--- src/rtl/cpwm_pair.sv ---
module cpwm_pair #(
  parameter int W = 12
) (
  input  logic                clk,
  input  logic                rst_n,
  input  logic                en,
  input  logic [W-1:0]        period_i,
  input  logic signed [W:0]   duty_i,
  input  logic [W-1:0]        dead_i,
  output logic                hi_n_o,
  output logic                lo_n_o,
  output logic                phase_o
);
  localparam int XW = W + 3;

  logic              run, ph;
  logic [W-1:0]      pos, per_r, dead_r;
  logic signed [W:0] duty_r;

  wire hold  = !en || (period_i == '0);
  wire start = !run || (ph && pos == '0);

  always_ff @(posedge clk or negedge rst_n) begin
    if (!rst_n) begin
      run    <= 1'b0;
      ph     <= 1'b0;
      pos    <= '0;
      per_r  <= '0;
      dead_r <= '0;
      duty_r <= '0;
    end else if (hold) begin
      run <= 1'b0;
      ph  <= 1'b0;
      pos <= '0;
    end else if (start) begin
      run    <= 1'b1;
      ph     <= 1'b0;
      pos    <= '0;
      per_r  <= period_i;
      dead_r <= dead_i;
      duty_r <= duty_i;
    end else if (!ph) begin
      if (pos == per_r - 1'b1) ph <= 1'b1;
      else                      pos <= pos + 1'b1;
    end else begin
      pos <= pos - 1'b1;
    end
  end

  logic signed [XW-1:0] mid_s, duty_s, dt_s, pos_s, edge_s, hi_th, lo_th;
  logic                 hi_on, lo_on;

  assign mid_s  = $signed({{(XW-W){1'b0}}, per_r >> 1});
  assign duty_s = $signed({{(XW-W-1){duty_r[W]}}, duty_r});
  assign dt_s   = $signed({{(XW-W){1'b0}}, dead_r});
  assign pos_s  = $signed({{(XW-W){1'b0}}, pos});
  assign edge_s = mid_s - duty_s;
  assign hi_th  = edge_s + dt_s;
  assign lo_th  = edge_s - dt_s;

  assign hi_on   = run && (pos_s >= hi_th);
  assign lo_on   = run && (pos_s <  lo_th);
  assign hi_n_o  = !hi_on;
  assign lo_n_o  = !lo_on;
  assign phase_o = run && ph;


  no_shoot_chk: assert property (@(posedge clk) disable iff (!rst_n)
    hi_n_o || lo_n_o);


  idle_out_chk: assert property (@(posedge clk) disable iff (!rst_n)
    hold |=> (hi_n_o && lo_n_o && !phase_o));


  shadow_hold_chk: assert property (@(posedge clk) disable iff (!rst_n)
    (!hold && !start) |=> ($stable(duty_r) && $stable(per_r) && $stable(dead_r)));


  pos_range_chk: assert property (@(posedge clk) disable iff (!rst_n)
    run |-> (pos < per_r));


  half_turn_chk: assert property (@(posedge clk) disable iff (!rst_n)
    (!hold && run && !ph && pos == per_r - 1'b1) |=> (phase_o && $stable(pos)));
endmodule

--- config.mk ---
export PLATFORM = sky130hd
export DESIGN_NAME = cpwm_pair
export DESIGN_NICKNAME = d
export VERILOG_FILES = /design/src/rtl/cpwm_pair.sv
export SDC_FILE = /design/constraint.sdc
export NUM_CORES = 1
export LEC_CHECK = 0
export BUFFER_PORTS_ARGS = -buffer_cell sky130_fd_sc_hd__clkbuf_2
export CAP_MARGIN = 20
export CORE_MARGIN = 2
export CORE_UTILIZATION = 62
export CTS_CLUSTER_DIAMETER = 60
export DETAILED_ROUTE_END_ITERATION = 10
export PLACE_DENSITY_LB_ADDON = 0.3
export SLEW_MARGIN = 20
export SYNTH_ARGS = -nofsm -noshare
export SYNTH_HDL_FRONTEND = slang
export SYNTH_SLANG_ARGS = --single-unit
--- constraint.sdc ---
create_clock -name clk -period 5.95 [get_ports clk]
set_input_delay 0.8925 -clock clk [delete_from_list [all_inputs] [get_ports clk]]
set_output_delay 0.8925 -clock clk [all_outputs]
set_load 0.01 [all_outputs]
=== Word-level counts from Yosys, hierarchy flattened ===
Cells that the tools add are included.

* Bits of input ports: 40
* Register bits: 51
* Output and inout bits: 3
* Logic and storage cells: 41

* Mux-type cells: 10
* Magnitude comparators: 2
* Bitwise gates (word level): 1
* Reductions and logical operators: 14
* Eq/ne operators: 2
* $add $sub $neg: 6

{| class="wikitable"
|+ Operators with widths
! operator !! count
|-
| $mux 12 || 4
|-
| $logic_not 12->1 || 2
|-
| $sub 12x1->12 const B || 2
|-
| $add 14x13->15 || 1
|-
| $ge 13x15->1 || 1
|-
| $lt 13x15->1 || 1
|-
| $sub 14x13->15 || 1
|-
| $sub 12x13->14 || 1
|-
| $add 12x1->12 const B || 1
|-
| $eq 12x12->1 || 1
|-
| $mux 1 || 6
|-
| $logic_and 1x1->1 || 4
|-
| $logic_not 1->1 || 4
|-
| $ne 4x4->1 const B || 1
|-
| $logic_or 1x1->1 || 2
|-
| $reduce_and 2->1 || 1
|-
| $reduce_bool 2->1 || 1
|-
| $not 1->1 || 1
|}

=== Longest topological paths before layout ===
* Depth in word-level cells: 6
* Depth in mapped cells: 23
* Gate-level depth less buffers: 23

=== Least setup slack after synthesis ===
No wires, ideal clock.

* Path kind: register to output
* Start: register per_r[1]
* End: output hi_n_o
* Path buffers: 0
* Required time: 5.058 ns
* Stages on the path, launching flop included: 21
* Path slack: 0.811 ns
* Arrival time: 4.247 ns
* Cells stage by stage: dfrtp_1 inv_1 ha_1 fa_1 nor2b_1 o31a_1 o21a_1 nor2_1 xnor2_1 ha_1 or3_1 a21oi_1 a311o_1 xor2_1 ha_1 a21oi_1 a21oi_1 a211oi_1 a21oi_1 nor4bb_1 nor4bb_1

* Longest elaborated chain between the ends: 5

{| class="wikitable"
|+ Ends and longest elaborated chain
! what !! RTL line !! RTL
|-
| start, declared || 17 || <nowiki>logic [W-1:0] pos, per_r, dead_r;</nowiki>
|-
| start signal, assigned || 39 || <nowiki>per_r <= period_i;</nowiki>
|-
| $sub 12x13->14 || 57 || <nowiki>assign edge_s = mid_s - duty_s;</nowiki>
|-
| $add 14x13->15 || 58 || <nowiki>assign hi_th = edge_s + dt_s;</nowiki>
|-
| $ge 13x15->1 || 61 || <nowiki>assign hi_on = run && (pos_s >= hi_th);</nowiki>
|-
| $logic_and 1x1->1 || 61 ||
|-
| $logic_not 1->1 || 63 || <nowiki>assign hi_n_o = !hi_on;</nowiki>
|-
| end, declared || 10 || <nowiki>output logic hi_n_o,</nowiki>
|}

Every way passes these cells.

=== Worst setup path in the final report ===
Same ends and word-level chain as after synthesis.

==> flow_summary_export.csv <==
group,metric,value,unit
floorplan,start_util,0.6289,
synth,ys_async_sr_fraction,1.000,
floorplan,ios,43,
synth,netlist_instances,600,
timing,finalHoldViolations,0,
timing,setup_viol,0,
synth,yosys_warnings,0,
timing,tightest_slew,0.9208,ns
finish,layout.cells.non_filler,747,
detailed_routing,avgViaCountPerCell,6.079,
critical_path,worst_setup_path_end_kind,"output port",
synth,synth_top_area_cell,"dfrtp_1",
clocking,cts.path.max_buffers,2,
floorplan,dieHeight,94.61,um
power_and_ir_drop,powerDensity,356.0,mW/mm^2
synth,synth_commonest_cells,"ha_1 (69), nand2_1 (54), dfrtp_1 (51)",
worst_hold_path,min_path_type,"flip-flop to flip-flop",
critical_path,arrival,4.96,ns
grt,grt_pass1_wl,19980,um
synth,synth_ff_type,"dfrtp_1",
synth,seq_area_frac_synth,0.2507,
flow_run,max_cap_violations,0,
finish,num-nets-final,754,
placed_design,dp_hpwl,9773,um
grt,grt_start_max_net_pins,52,
synth,avgSynthCellArea,8.483,um^2
finish,num_antenna_cells,0,
clocking,cts-root-buf,"clkbuf_8",
timing,fin_worst_skew,0.009125,ns
synth,synth_edf_count,0,
grt,met3_usage,0.03352,
synth,yosys-top-cells-area,"dfrtp_1 (25%), ha_1 (17%), xnor2_1 (6.7%)",
clocking,cts_max_level,2,
floorplan,die-area,0.008950,mm^2
finish,areaGrowthSynthToFinish,9.956,%
grt,met1_usage,0.3852,
floorplan,chipWidth,94.61,um
timing,worst_slack,0.09638,ns
detailed_routing,wl_per_cell,16.80,um
grt,grt.busiest_layer,"met2",
synth,synth.most_common_cell,"ha_1",
power_and_ir_drop,ir_drop,0.1903,mV
grt,track_usage,0.2847,
timing,period_share,0.9838,
timing,timing.final.crit_period,5.854,ns
placed_design,port_buffers,42,
placed_design,placedCellCount,734,
placed_design,gp_congestion,0.9150,
grt,first_global_vias,4219,
grt,grt_overflow,0,
placed_design,pre_cts_slack,0.3317,ns
detailed_routing,routed_wl,12550,um
clocking,clk_pin_slew,0.10,ns
finish,drive_gt1_frac,0.1558,
synth,synth_cell_type_count,68,
floorplan,row_count,33,
grt,grt.met2_usage,0.4817,
clocking,numCtsBuffers,5,
clocking,clock_latency,0.32,ns
run_status,status,"complete, no violations",
clocking,tritoncts,"built",
clocking,cts_sinks,51,
grt,antenna_found_initial,0,
timing,max_slew_margin,0.3861,
timing,max_freq,170.8,MHz
critical_path,required,5.06,ns
synth,ys_seq_elements,51,
critical_path,critPathLaunchType,"flip-flop",
detailed_routing,vias,4541,
synth,synth.top_cell.area_share,0.2507,
placed_design,placed_area,0.005393,mm^2
finish,utilization,0.6916,
critical_path,path_class,"flip-flop to output port",
detailed_routing,drtAntennaViolNets,0,
synth,syn_area,0.005090,mm^2
power_and_ir_drop,p_leak,2.519,nW
timing,final-max-slew-violation-count,0,
detailed_routing,dr.pass1.iters,5,
critical_path,worstPathMaxFanout,5,
floorplan,core,0.008093,mm^2
detailed_routing,drtIter0Drc,166,
synth,synth_nets,713,
detailed_routing,drc,0,
finish,fin_area,0.005597,mm^2
-- layer usage --
metal	vias up	routed length, um	share of wire
li1	2220	-	-
met2	114	5882	0.47
met1	2186	5856	0.47
met5	-	0	0
met3	21	538	0.043
met4	0	270	0.022
-- cell type report --
cell class / count / area [um^2]
clock inverter: 3 / 18.77
timing repair buffer: 50 / 270.3
multi-input combinational: 483 / 3642
fill: 681 / 2496
sequential: 51 / 1277
tap: 105 / 131.4
inverter: 50 / 187.7
clock buffer: 5 / 68.82
-- cells in the final DEF (no fill, tap or decap), types with 3 or more instances in the layout --
cell / n
buf_4: 8
ha_2: 4
clkbuf_2: 41
ha_1: 63
nand3_1: 13
mux2_2: 13
o21bai_1: 6
nor4_1: 6
xnor2_1: 38
nand4_1: 3
nand2_1: 54
mux2i_1: 6
a31oi_1: 5
nor3b_1: 5
inv_1: 49
nand2b_1: 13
dfrtp_1: 50
clkbuf_8: 5
o31ai_1: 5
o221ai_1: 3
nor2_1: 47
or4_1: 4
a21o_1: 7
o21ai_0: 40
o21a_1: 14
and2_1: 3
a21oi_1: 28
xor2_1: 9
or3_1: 7
o211ai_1: 7
nor2b_1: 7
nor3_1: 17
fa_1: 3
-- path summary, 6_finish.rpt --
| path | start | endpoint | slack, ns | depth (start not counted) |
|---|---|---|---|---|
| setup / recovery | per_r[1] | hi_n_o | 0.1 | 20 |
| hold / removal | duty_r[0] | duty_r[0] | 0.53 | 1 |
| setup reg to reg | ph | duty_r[11] | 2.58 | 6 |
| hold reg to reg | duty_r[0] | duty_r[0] | 0.53 | 1 |
| max in group asynchronous | rst_n | per_r[3] | 4.79 | 2 |
| min in group asynchronous | rst_n | per_r[5] | 0.69 | 2 |
-- state kept, by name, indices dropped and copies added, names as in the netlist --
register  cells
run           1
per_r        12
duty_r       13
ph            1
dead_r       12
pos          12
-- critical path: stages (launching register included) --
cell	delay, ns
dfrtp_1	0.37
inv_1	0.08
ha_2	0.20
fa_2	0.37
nor2b_2	0.14
o31a_1	0.18
buf_4	0.13
a21oi_1	0.06
ha_1	0.40
inv_1	0.14
o311a_1	0.15
o41ai_1	0.57
o221ai_1	0.28
xnor2_1	0.20
ha_1	0.32
and3_1	0.18
o2111ai_1	0.12
a21oi_2	0.21
nor4bb_1	0.30
nor4bb_1	0.09
buf_2	0.14
-- kinds of logic (layout without fill, tap and decap cells) --
group                      Yosys count  in the layout  synth area share
xor gates and xnor gates            48             48           0.08260
muxes                               19             19           0.04056
and+or+nand+nor                    194            194            0.1913
buffers and inverters               66            108           0.05039
DFF                                 51             51            0.2507
AOI/OAI and AO/OA                  149            149            0.1991
adders and majority gates           73             73            0.1854
-- what timing repair did --
item | in CTS | in global routing
resized for setup | 0 | 20
setup buffers | 2 | 3
hold buffers | 0 | 0
pin swaps | 1 | 7
endpoints found under the setup margin | 1 | 2
-- where the power goes --
| part | internal, W | leakage, nW | switching [W] |
|---|---|---|---|
| Clock | 0.0000834 | 0.0483 | 0.000134 |
| Combinational | 0.000600 | 1.83 | 0.000753 |
| Sequential | 0.000381 | 0.639 | 0.0000411 |
-- per-stage QoR --
step | TNS, ns | hold slack, ns | total power (W)
2_1_floorplan | 0 | 0.4849 | 0.001413
3_3_place_gp | 0 | 0.4973 | 0.001646
3_5_place_dp | 0 | 0.5060 | 0.001700
4_1_cts | 0 | 0.5293 | 0.001931
5_1_grt | -0.04453 | 0.5621 | 0.002151
6_report | 0 | 0.5259 | 0.001992
Power figures use the tool's default switching activity.
